==> src/rtl/canreg_pkg.sv <==
package canreg_pkg;

   localparam int BYTE_W    = 8;
   localparam int STAT_ADDR = 14;
   localparam int CTRL_ADDR = 15;
   localparam int FLAG_ADDR = 44;
   localparam int TXB_BASE  = 48;
   localparam int RXB_BASE  = 96;
   localparam int BLK_SZ    = 16;
   localparam int ID_HI_OFS = 1;

   localparam logic [7:0] OP_WRITE  = 8'h02;
   localparam logic [7:0] OP_READ   = 8'h03;
   localparam logic [7:0] OP_BITMOD = 8'h05;
   localparam logic [7:0] OP_RESET  = 8'hC0;
   localparam logic [7:0] STAT_DEF  = 8'h80;
   localparam logic [7:0] CTRL_DEF  = 8'h87;

   typedef enum logic [2:0] {
      ST_CMD,
      ST_ADDR,
      ST_MASK,
      ST_MODDATA,
      ST_WDATA,
      ST_RDATA,
      ST_DRAIN
   } dec_state_t;

   function automatic logic [7:0] reg_default(input int a);
      if (a == STAT_ADDR) return STAT_DEF;
      if (a == CTRL_ADDR) return CTRL_DEF;
      return 8'h00;
   endfunction

endpackage

==> src/rtl/canreg_sync.sv <==
module canreg_sync #(
   parameter int   STAGES  = 2,
   parameter logic RST_VAL = 1'b0
) (
   input  logic clk,
   input  logic rst_n,
   input  logic d_i,
   output logic q_o
);
   if (STAGES < 2) begin : g_bad_stages
      $error("canreg_sync: STAGES must be at least 2");
   end

   logic [STAGES-1:0] chain;

   always_ff @(posedge clk or negedge rst_n) begin
      if (!rst_n) chain <= {STAGES{RST_VAL}};
      else        chain <= {chain[STAGES-2:0], d_i};
   end

   assign q_o = chain[STAGES-1];
endmodule

==> src/rtl/canreg_byte_shift.sv <==
module canreg_byte_shift #(
   parameter int W = 8
) (
   input  logic         clk,
   input  logic         rst_n,
   input  logic         act_i,
   input  logic         sclk_rise_i,
   input  logic         sclk_fall_i,
   input  logic         mosi_i,
   input  logic         load_i,
   input  logic [W-1:0] load_byte_i,
   output logic         byte_done_o,
   output logic [W-1:0] rx_byte_o,
   output logic         miso_o
);
   localparam int CW = $clog2(W);
   localparam logic [CW-1:0] LAST = CW'(W - 1);

   if (W < 2) begin : g_bad_w
      $error("canreg_byte_shift: W must be at least 2");
   end

   logic [CW-1:0] cnt_q;
   logic [W-1:0]  rx_q;
   logic [W-1:0]  tx_q;

   assign byte_done_o = act_i && sclk_rise_i && (cnt_q == LAST);
   assign rx_byte_o   = {rx_q[W-2:0], mosi_i};
   assign miso_o      = tx_q[W-1];

   always_ff @(posedge clk or negedge rst_n) begin
      if (!rst_n) begin
         cnt_q <= '0;
         rx_q  <= '0;
         tx_q  <= '0;
      end else if (!act_i) begin
         cnt_q <= '0;
         rx_q  <= '0;
         tx_q  <= '0;
      end else begin
         if (sclk_rise_i) begin
            rx_q  <= {rx_q[W-2:0], mosi_i};
            cnt_q <= (cnt_q == LAST) ? '0 : cnt_q + 1'b1;
         end else if (sclk_fall_i && cnt_q != '0) begin
            tx_q <= {tx_q[W-2:0], 1'b0};
         end
         if (load_i) tx_q <= load_byte_i;
      end
   end

   // leaving the frame drops any partial byte and silences MISO
   p_abort_clears_r8: assert property (@(posedge clk) disable iff (!rst_n)
      !act_i |=> (cnt_q == '0 && miso_o == 1'b0));
endmodule

==> src/rtl/canreg_cmd_dec.sv <==
module canreg_cmd_dec
   import canreg_pkg::*;
#(
   parameter int ADDR_W = 7,
   parameter int N_TX   = 3,
   parameter int N_RX   = 2
) (
   input  logic              clk,
   input  logic              rst_n,
   input  logic              act_i,
   input  logic              end_i,
   input  logic              byte_done_i,
   input  logic [7:0]        rx_byte_i,
   input  logic [7:0]        rd_data_i,
   output logic [ADDR_W-1:0] addr_o,
   output logic              wr_en_o,
   output logic [7:0]        wr_data_o,
   output logic [7:0]        wr_mask_o,
   output logic              load_o,
   output logic [7:0]        load_byte_o,
   output logic [N_TX-1:0]   rts_o,
   output logic              srst_o,
   output logic [N_RX-1:0]   rxclr_o
);
   dec_state_t        st_q;
   logic [ADDR_W-1:0] ptr_q;
   logic [7:0]        op_q;
   logic [7:0]        mask_q;
   logic [N_RX-1:0]   rx_pend_q;
   logic              load_q;

   logic is_cmd, rts_hit, tx_hit, rx_hit;

   assign is_cmd  = byte_done_i && (st_q == ST_CMD);
   assign rts_hit = (rx_byte_i[7:3] == 5'b10000);
   assign tx_hit  = (rx_byte_i[7:3] == 5'b01000) && !rx_byte_i[0]
                    && (int'(rx_byte_i[2:1]) < N_TX);
   assign rx_hit  = (rx_byte_i[7:3] == 5'b10010) && (rx_byte_i[1:0] == 2'b00)
                    && (int'(rx_byte_i[2]) < N_RX);

   for (genvar i = 0; i < N_TX; i++) begin : g_rts
      assign rts_o[i] = is_cmd && rts_hit && rx_byte_i[i];
   end

   assign srst_o      = is_cmd && (rx_byte_i == OP_RESET);
   assign wr_en_o     = byte_done_i && (st_q == ST_WDATA || st_q == ST_MODDATA);
   assign wr_mask_o   = (st_q == ST_MODDATA) ? mask_q : 8'hFF;
   assign wr_data_o   = rx_byte_i;
   assign addr_o      = ptr_q;
   assign load_o      = load_q;
   assign load_byte_o = (st_q == ST_RDATA) ? rd_data_i : 8'h00;
   assign rxclr_o     = end_i ? rx_pend_q : '0;

   always_ff @(posedge clk or negedge rst_n) begin
      if (!rst_n) begin
         st_q      <= ST_CMD;
         ptr_q     <= '0;
         op_q      <= '0;
         mask_q    <= '0;
         rx_pend_q <= '0;
         load_q    <= 1'b0;
      end else if (!act_i) begin
         st_q      <= ST_CMD;
         rx_pend_q <= '0;
         load_q    <= 1'b0;
      end else begin
         load_q <= byte_done_i;
         if (byte_done_i) begin
            unique case (st_q)
               ST_CMD: begin
                  op_q <= rx_byte_i;
                  if (rx_byte_i == OP_WRITE || rx_byte_i == OP_READ ||
                      rx_byte_i == OP_BITMOD) begin
                     st_q <= ST_ADDR;
                  end else if (tx_hit) begin
                     ptr_q <= ADDR_W'(TXB_BASE + BLK_SZ * int'(rx_byte_i[2:1]) + ID_HI_OFS);
                     st_q  <= ST_WDATA;
                  end else if (rx_hit) begin
                     ptr_q <= ADDR_W'(RXB_BASE + BLK_SZ * int'(rx_byte_i[2]) + ID_HI_OFS);
                     st_q  <= ST_RDATA;
                     for (int i = 0; i < N_RX; i++)
                        if (i == int'(rx_byte_i[2])) rx_pend_q[i] <= 1'b1;
                  end else begin
                     st_q <= ST_DRAIN;
                  end
               end
               ST_ADDR: begin
                  ptr_q <= rx_byte_i[ADDR_W-1:0];
                  if (op_q == OP_READ)        st_q <= ST_RDATA;
                  else if (op_q == OP_BITMOD) st_q <= ST_MASK;
                  else                        st_q <= ST_WDATA;
               end
               ST_MASK: begin
                  mask_q <= rx_byte_i;
                  st_q   <= ST_MODDATA;
               end
               ST_MODDATA: st_q  <= ST_DRAIN;
               ST_WDATA:   ptr_q <= ptr_q + 1'b1;
               ST_RDATA:   ptr_q <= ptr_q + 1'b1;
               default:    st_q  <= ST_DRAIN;
            endcase
         end
      end
   end

   // request strobes are single-cycle pulses
   p_rts_pulse_r6: assert property (@(posedge clk) disable iff (!rst_n)
      (|rts_o) |=> (rts_o == '0));
   // flag release only coincides with the end of a frame
   p_rxclr_end_r5: assert property (@(posedge clk) disable iff (!rst_n)
      (|rxclr_o) |=> !act_i);
   // soft reset request is a single pulse
   p_srst_pulse_r7: assert property (@(posedge clk) disable iff (!rst_n)
      srst_o |=> !srst_o);
   // each committed data byte advances the address by one
   p_wptr_step_r1: assert property (@(posedge clk) disable iff (!rst_n)
      (wr_en_o && st_q == ST_WDATA) |=> (ptr_q == ADDR_W'($past(ptr_q) + 1'b1)));
endmodule

==> src/rtl/canreg_store.sv <==
module canreg_store
   import canreg_pkg::*;
#(
   parameter int ADDR_W = 7,
   parameter int N_RX   = 2
) (
   input  logic                          clk,
   input  logic                          rst_n,
   input  logic                          we_i,
   input  logic [ADDR_W-1:0]             waddr_i,
   input  logic [7:0]                    wdata_i,
   input  logic [7:0]                    wmask_i,
   input  logic                          srst_i,
   input  logic [N_RX-1:0]               rxclr_i,
   input  logic [ADDR_W-1:0]             raddr_i,
   output logic [7:0]                    rdata_o,
   output logic [BYTE_W*(1<<ADDR_W)-1:0] regs_o
);
   localparam int DEPTH = 1 << ADDR_W;

   for (genvar g = 0; g < DEPTH; g++) begin : g_byte
      localparam logic [7:0] DEF = reg_default(g);
      logic [7:0] q, d;

      always_comb begin
         d = q;
         if (we_i && waddr_i == ADDR_W'(g))
            d = (q & ~wmask_i) | (wdata_i & wmask_i);
         if (g == FLAG_ADDR)
            d[N_RX-1:0] = d[N_RX-1:0] & ~rxclr_i;
      end

      always_ff @(posedge clk or negedge rst_n) begin
         if (!rst_n)      q <= DEF;
         else if (srst_i) q <= DEF;
         else             q <= d;
      end

      assign regs_o[BYTE_W*g +: BYTE_W] = q;
   end

   assign rdata_o = regs_o[{raddr_i, 3'b000} +: BYTE_W];

   // status mode field shows configuration after a soft reset
   p_stat_def_r7: assert property (@(posedge clk) disable iff (!rst_n)
      $past(srst_i) |-> (regs_o[BYTE_W*STAT_ADDR +: 3'd3] == 3'b000 &&
                         regs_o[BYTE_W*STAT_ADDR + 5 +: 3] == 3'b100));
   // control register check pattern after a soft reset
   p_ctrl_def_r7: assert property (@(posedge clk) disable iff (!rst_n)
      $past(srst_i) |-> ((regs_o[BYTE_W*CTRL_ADDR +: BYTE_W] & 8'h17) == 8'h07));
   // a released receive flag reads zero on the next cycle
   p_flag_clr_r5: assert property (@(posedge clk) disable iff (!rst_n)
      ($past(rxclr_i[0]) && !$past(srst_i)) |-> !regs_o[BYTE_W*FLAG_ADDR]);
endmodule

==> src/rtl/canreg_spi_front.sv <==
module canreg_spi_front
   import canreg_pkg::*;
#(
   parameter int ADDR_W      = 7,
   parameter int N_TX        = 3,
   parameter int N_RX        = 2,
   parameter int SYNC_STAGES = 2
) (
   input  logic                          clk,
   input  logic                          rst_n,
   input  logic                          spi_sclk_i,
   input  logic                          spi_cs_n_i,
   input  logic                          spi_mosi_i,
   output logic                          spi_miso_o,
   output logic [BYTE_W*(1<<ADDR_W)-1:0] regs_o,
   output logic [N_TX-1:0]               rts_o,
   output logic                          srst_o
);
   if (ADDR_W < 7 || ADDR_W > 8) begin : g_bad_addr
      $error("canreg_spi_front: ADDR_W must be 7 or 8");
   end
   if (N_TX < 1 || N_TX > 3) begin : g_bad_tx
      $error("canreg_spi_front: N_TX must be 1..3");
   end
   if (N_RX < 1 || N_RX > 2) begin : g_bad_rx
      $error("canreg_spi_front: N_RX must be 1..2");
   end

   logic sclk_s, cs_n_s, mosi_s;
   logic sclk_d, cs_n_d;
   logic sclk_rise, sclk_fall, cs_rise, frame_act;

   canreg_sync #(.STAGES(SYNC_STAGES), .RST_VAL(1'b0)) i_sync_sclk (
      .clk(clk), .rst_n(rst_n), .d_i(spi_sclk_i), .q_o(sclk_s));
   canreg_sync #(.STAGES(SYNC_STAGES), .RST_VAL(1'b1)) i_sync_cs (
      .clk(clk), .rst_n(rst_n), .d_i(spi_cs_n_i), .q_o(cs_n_s));
   canreg_sync #(.STAGES(SYNC_STAGES), .RST_VAL(1'b0)) i_sync_mosi (
      .clk(clk), .rst_n(rst_n), .d_i(spi_mosi_i), .q_o(mosi_s));

   always_ff @(posedge clk or negedge rst_n) begin
      if (!rst_n) begin
         sclk_d <= 1'b0;
         cs_n_d <= 1'b1;
      end else begin
         sclk_d <= sclk_s;
         cs_n_d <= cs_n_s;
      end
   end

   assign sclk_rise = sclk_s & ~sclk_d;
   assign sclk_fall = ~sclk_s & sclk_d;
   assign cs_rise   = cs_n_s & ~cs_n_d;
   assign frame_act = ~cs_n_s | cs_rise;

   logic              byte_done, load;
   logic [7:0]        rx_byte, load_byte, rd_data, wr_data, wr_mask;
   logic [ADDR_W-1:0] addr;
   logic              wr_en;
   logic [N_RX-1:0]   rxclr;

   canreg_byte_shift #(.W(BYTE_W)) i_shift (
      .clk(clk), .rst_n(rst_n), .act_i(frame_act),
      .sclk_rise_i(sclk_rise), .sclk_fall_i(sclk_fall), .mosi_i(mosi_s),
      .load_i(load), .load_byte_i(load_byte),
      .byte_done_o(byte_done), .rx_byte_o(rx_byte), .miso_o(spi_miso_o));

   canreg_cmd_dec #(.ADDR_W(ADDR_W), .N_TX(N_TX), .N_RX(N_RX)) i_dec (
      .clk(clk), .rst_n(rst_n), .act_i(frame_act), .end_i(cs_rise),
      .byte_done_i(byte_done), .rx_byte_i(rx_byte), .rd_data_i(rd_data),
      .addr_o(addr), .wr_en_o(wr_en), .wr_data_o(wr_data), .wr_mask_o(wr_mask),
      .load_o(load), .load_byte_o(load_byte), .rts_o(rts_o), .srst_o(srst_o),
      .rxclr_o(rxclr));

   canreg_store #(.ADDR_W(ADDR_W), .N_RX(N_RX)) i_store (
      .clk(clk), .rst_n(rst_n), .we_i(wr_en), .waddr_i(addr),
      .wdata_i(wr_data), .wmask_i(wr_mask), .srst_i(srst_o), .rxclr_i(rxclr),
      .raddr_i(addr), .rdata_o(rd_data), .regs_o(regs_o));
endmodule

==> config.mk <==
export PLATFORM = sky130hd
export DESIGN_NAME = canreg_spi_front
export DESIGN_NICKNAME = d
export VERILOG_FILES = /design/src/rtl/canreg_pkg.sv /design/src/rtl/canreg_sync.sv /design/src/rtl/canreg_byte_shift.sv /design/src/rtl/canreg_cmd_dec.sv /design/src/rtl/canreg_store.sv /design/src/rtl/canreg_spi_front.sv
export SDC_FILE = /design/constraint.sdc
export NUM_CORES = 2
export LEC_CHECK = 0
export CORE_MARGIN = 10
export CORE_UTILIZATION = 35
export DETAILED_ROUTE_END_ITERATION = 16
export DONT_BUFFER_PORTS = 1
export PLACE_DENSITY = 0.5
export SETUP_SLACK_MARGIN = 0.3
export SYNTH_ARGS = -nofsm -noshare
export SYNTH_HDL_FRONTEND = slang
export SYNTH_SLANG_ARGS = --single-unit
==> constraint.sdc <==
create_clock -name clk -period 2.5 [get_ports clk]
set_input_delay 0.5 -clock clk [delete_from_list [all_inputs] [get_ports clk]]
set_output_delay 0.5 -clock clk [all_outputs]
set_load 0.01 [all_outputs]
# After elaboration in Yosys (flattened, before gate mapping)
# Cells that the tools add are included.
# Widths: inputs -> output; s select.
# word_totals
wordCells,1150
ff_bits,1079
# op_classes
n_mux,289
n_shift,1
n_addsub,6
n_lt_le_gt_ge,1
n_bitwise,268
reduce_logical,286
eq_ne,155
# op_table
operator,n
$mux 8,262
$and 8x8->8,129
$or 8x8->8,128
$shiftx 1024x11->8,1
$eq 7x7->1 const B,64
$reduce_bool 2->1,128
$eq 7x6->1 const B,32
$logic_and 1x1->1,141
$eq 7x5->1 const B,16
$eq 7x4->1 const B,8
$mux 7,5
$eq 7x3->1 const B,4
$mux 3,9
$eq 8x2->1 const B,3
$pmux 7 s3,1
$ne 2x2->1 const B,10
$eq 8x3->1 const B,2
$mux 2,8
$add 7x2->7 const B,2
$eq 7x2->1 const B,2
$pmux 3 s4,1
$reduce_and 6->1,2
$eq 5x5->1 const B,2
$eq 3x3->1 const B,3
other kinds (29),43

# Logic depth before layout (Yosys ltp)
# logic_depth
depth_word,10
ltp_mapped,12

# By module
# A second synthesis with hierarchy kept.
# unflattened
cells_unflattened,5498
hier_area_um2,59658.5
# by_module_without_submodules
module,seq_area_each_um2,cells_each,area_per_inst_um2,instances
canreg_store,25630.8,5212,56684.4,1
canreg_cmd_dec,725.7,197,1810.5,1
canreg_byte_shift,450.4,77,934.6,1
canreg_sync (i_sync_mosi ...),50.0,2,50.0,2
canreg_spi_front,51.3,6,76.3,1
canreg_sync (i_sync_cs),52.6,2,52.6,1

# Worst setup path before layout
# Ideal clock, no wire load.
# synth_path
path_type,reg2reg
from,"register i_dec.ptr_q[1], in the netlist i_dec.addr_o[1]"
to,register i_store.g_byte[109].q[1]
slack_ns,-0.059
synth_period_minus_slack_ns,2.559
path_stages_with_launch,13
path_buffers,6
arrival_time_ns,2.424
cell_sequence,dfrtp_1 > buf_6 > buf_12 > buf_6 > buf_6 > buf_4 > inv_1 > ha_1 > and3_1 > clkbuf_1 > nand2_1 > o211ai_1 > o31ai_1
# synth_via
elab_chain_cells,3
# synth_rtl
element,line,text
from (decl),canreg_cmd_dec.sv:26,logic [ADDR_W-1:0] ptr_q;
from (signal assigned),canreg_cmd_dec.sv:76,ptr_q <= ADDR_W'(TXB_BASE + BLK_SZ * int'(rx_byte_i[2:1]) + ID_HI_OFS);
from (signal assigned),canreg_cmd_dec.sv:79,ptr_q <= ADDR_W'(RXB_BASE + BLK_SZ * int'(rx_byte_i[2]) + ID_HI_OFS);
from (signal assigned),canreg_cmd_dec.sv:88,ptr_q <= rx_byte_i[ADDR_W-1:0];
$eq 7x7->1,canreg_store.sv:27,if (we_i && waddr_i == ADDR_W'(g))
$logic_and 1x1->1,canreg_store.sv:27,
$reduce_bool 2->1 (no line),n/a,
to (signal assigned),canreg_store.sv:34,if (!rst_n) q <= DEF;
to (signal assigned),canreg_store.sv:35,else if (srst_i) q <= DEF;
to (signal assigned),canreg_store.sv:36,else q <= d;
to (decl),canreg_store.sv:23,"logic [7:0] q, d;"
# Every way passes these cells.
# A chain may end at the register's enable or synchronous reset.

# Worst setup path after layout
# layout_path
from,register i_shift.cnt_q[0]
to,output port rts_o[2]
# layout_via
elab_chain_cells,5
# layout_rtl
element,line,text
from (decl),canreg_byte_shift.sv:23,logic [CW-1:0] cnt_q;
from (signal assigned),canreg_byte_shift.sv:43,cnt_q <= (cnt_q == LAST) ? '0 : cnt_q + 1'b1;
$eq 3x3->1,canreg_byte_shift.sv:27,assign byte_done_o = act_i && sclk_rise_i && (cnt_q == LAST);
$logic_and 1x1->1,canreg_byte_shift.sv:27,
$logic_and 1x1->1,canreg_cmd_dec.sv:34,assign is_cmd = byte_done_i && (st_q == ST_CMD);
$logic_and 1x1->1 (2 in a row),canreg_cmd_dec.sv:42,assign rts_o[i] = is_cmd && rts_hit && rx_byte_i[i];
to (decl),canreg_spi_front.sv:16,"output logic [N_TX-1:0] rts_o,"
# Every way passes these cells.

==> flow_summary.json <==
{
  "muxShareOfSynthArea": 0.110,
  "grt_pass1_wl_um": 489000,
  "hold_ws_ns": -0.386,
  "syn_nets": 5743,
  "max_freq_ghz": 0.323,
  "grt_antenna_before_repair": 10,
  "gr-total-overflow": 0,
  "layout_min_cycle_time_ns": 3.10,
  "clk_latency_ns": 0.81,
  "seq_area_frac_synth": 0.478,
  "p_sw_w": 0.00933,
  "cts.sinks": 1079,
  "clk_path_buf_depth": 3,
  "synth_top_flop_cell": "dfrtp_1",
  "p_sw_frac": 0.236,
  "setup_viol": 1038,
  "pin_count": 1034,
  "combinationalPowerShare": 0.022,
  "hold_class": "in2async",
  "leakage_nw": 33.4,
  "grt_pass1_vias": 53600,
  "vias_per_cell": 6.80,
  "met1_usage": 0.461,
  "p_int_w": 0.0301,
  "ant_nets": 0,
  "grt_start_max_net_pins": 223,
  "clockPowerShare": 0.534,
  "synth_compound_area_frac": 0.201,
  "synthSimpleGateAreaFrac": 0.160,
  "p_seq_frac": 0.444,
  "critical_path_required_ns": 2.00,
  "ys_async_sr_fraction": 1.00,
  "hold_violations": 77,
  "cts-root-buf": "clkbuf_16",
  "num_vias": 57700,
  "core-area_mm2": 0.161,
  "drc": 0,
  "syn_area_per_cell_um2": 9.87,
  "synth_top_family_by_area": "compound AO/OA/AOI/OAI gates",
  "grt_use_met3": 0.156,
  "final_util": 0.454,
  "place_congestion": 0.980,
  "initialDrtViolationCount": 8894,
  "finalMaxSlewViolations": 0,
  "fin_cells": 8495,
  "final_common_cell": "dfrtp_1",
  "synthXorXnorAreaFrac": 0,
  "cellPowerDensity_mw_per_mm2": 541,
  "place_area_mm2": 0.0664,
  "first_pass_iters": 6,
  "reg2reg_slack_ns": -0.44,
  "fin_nets": 6238,
  "wl_um": 359000,
  "netlist_instances": 5729,
  "maxSlewHeadroom": 0.0711,
  "ctsHoldBuffers": 4,
  "mostFrequentLayoutCells": "dfrtp_1 (1059), o211ai_1 (972), nand2_1 (880), nand3_1 (799), buf_4 (706)",
  "track_usage": 0.386,
  "syn_area_mm2": 0.0565,
  "skew_ns": 0.0383,
  "worst_slew_pin_slew_ns": 1.39,
  "io_buffers": 0,
  "cp_max_fo": 3,
  "die_height_um": 422,
  "yosysUniqueCellTypes": 70,
  "start_util": 0.352,
  "status": "finished, violations left",
  "synth-seq-cells": 1079,
  "path_clk_slew_ns": 0.06,
  "final_area_mm2": 0.0730,
  "violations": "negative hold slack, negative setup slack",
  "row_count": 147,
  "dp_hpwl_um": 261000,
  "ys.warnings.count": 0,
  "drive_above_1_share": 0.261,
  "die_w_um": 422,
  "worstPathArrival_ns": 2.60,
  "cts-buffers-inserted": 134,
  "cp-start-kind": "flop",
  "grt_setup_unrepaired": "yes",
  "syn_to_final_growth_pct": 29.0,
  "irDropWorstVdd_uv": 718,
  "wl_per_cell_um": 42.3,
  "endpoint_kind": "primary output",
  "htree_levels": 4,
  "synth_edf_count": 0,
  "maxCapViolCount": 0,
  "dpl.cell_count": 8176,
  "top_usage_layer": "met2",
  "cts_tree": "done",
  "path_class": "reg2out",
  "die_area_mm2": 0.178,
  "fin_crit_sh": 1.24,
  "grt_use_met2": 0.565,
  "setup_ws_ns": -0.598,
  "yosys.area_share.adder": 0.00199
}
-- state kept, by name, indices dropped and copies added (netlist names), 2 cells and up --
name / count
i_dec.addr_o: 7
i_dec.mask_q: 8
i_dec.op_q: 8
i_dec.rx_pend_q: 2
i_dec.st_q: 3
i_shift.cnt_q: 3
i_shift.rx_q: 7
i_shift.tx_q: 8
i_store.g_byte.q: 1024
i_sync_cs.chain: 2
i_sync_mosi.chain: 2
i_sync_sclk.chain: 2
-- metal layers --
metal  wire length, um  vias to the layer above
met1            127000                    29500
met5                46                        -
met3             47200                     1081
li1                  -                    22600
met2            153000                     4463
met4             32100                        6
-- Yosys cell counts, drive strengths merged (7+ instances only) --
cell type	instances	area share
a211oi	16	0.0021
a21oi	104	0.0092
a221oi	7	0.0011
a22oi	74	0.0098
a31oi	17	0.0019
and2	8	0.00089
and3	17	0.0019
buf	171	0.018
clkbuf	438	0.029
dfrtp	1071	0.47
dfstp	8	0.0037
ha	9	0.0020
inv	22	0.0015
mux2	27	0.0054
mux2i	163	0.029
mux4	189	0.075
nand2	957	0.064
nand2b	14	0.0015
nand3	822	0.074
nand4	7	0.00077
nor2	177	0.012
nor2b	13	0.0014
nor3	18	0.0016
o211ai	972	0.13
o21ai	93	0.0082
o221ai	8	0.0012
o31ai	254	0.034
-- power by group through the flow --
stage               Clock (W)  Combinational (W)  Sequential, W
floorplan                   0           0.000238         0.0178
global placement            0           0.000830         0.0178
detailed placement          0           0.000829         0.0178
CTS                    0.0211           0.000877         0.0175
global route           0.0217           0.000946         0.0175
finish                 0.0211           0.000882         0.0175
-- area by class of cell --
class,instances,area [um^2]
Inverter,23,104
Clock inverter,40,624
Multi-Input combinational cell,4018,28000
Antenna cell,6,15.0
Timing Repair Buffer,968,10400
Clock buffer,201,4000
Fill cell,15100,87600
Sequential cell,1079,27000
Tap cell,2160,2700
-- critical path: stages, from the launching register on --
cell and delay (ns):
dfrtp_1 0.36, ha_2 0.19, ha_4 0.12, and3b_2 0.22, and4_4 0.25, nand2_4 0.06
nor3b_4 0.23, buf_6 0.14, and2_4 0.14, buf_12 0.11
-- per-stage QoR --
step | setup TNS (ns) | total power [W] | setup slack, ns
final | -248.15 | 0.0395 | -0.598
after global routing | -350.02 | 0.0402 | -0.670
after CTS | -111.55 | 0.0395 | -0.638
after detailed placement | -130.92 | 0.0187 | -0.649
after global placement | -101.52 | 0.0187 | -0.635
after floorplan | 0 | 0.0181 | 0.236
-- final timing paths --
| check | start | to | cells after the start |
|---|---|---|---|
| max | i_shift.cnt_q[0] | rts_o[2] | 9 |
| min reg2reg | i_sync_mosi.chain[0] | i_sync_mosi.chain[1] | 0 |
| min in group clk | spi_cs_n_i | i_sync_cs.chain[0] | 1 |
| max in group asynchronous | rst_n | i_dec.addr_o[2] | 3 |
| max reg2reg | i_shift.cnt_q[0] | i_store.g_byte[35].q[2] | 14 |
| min | rst_n | i_store.g_byte[72].q[5] | 1 |
-- kinds of logic after synthesis --
kind of cell,count (synthesis)
AOI/OAI and AO/OA,1577
adders and majority gates,9
buffers and inverters,632
DFF,1079
muxes,379
and+or+nand+nor,2053
-- what timing repair did --
item                                     CTS  global route
gates cloned                               8             2
setup buffers                             39            19
endpoints found under the hold margin    334            73
gates resized for setup                  171            60
pin swaps                                 26            13
endpoints found under the setup margin  1039          1478
Power figures use the tool's default switching activity.
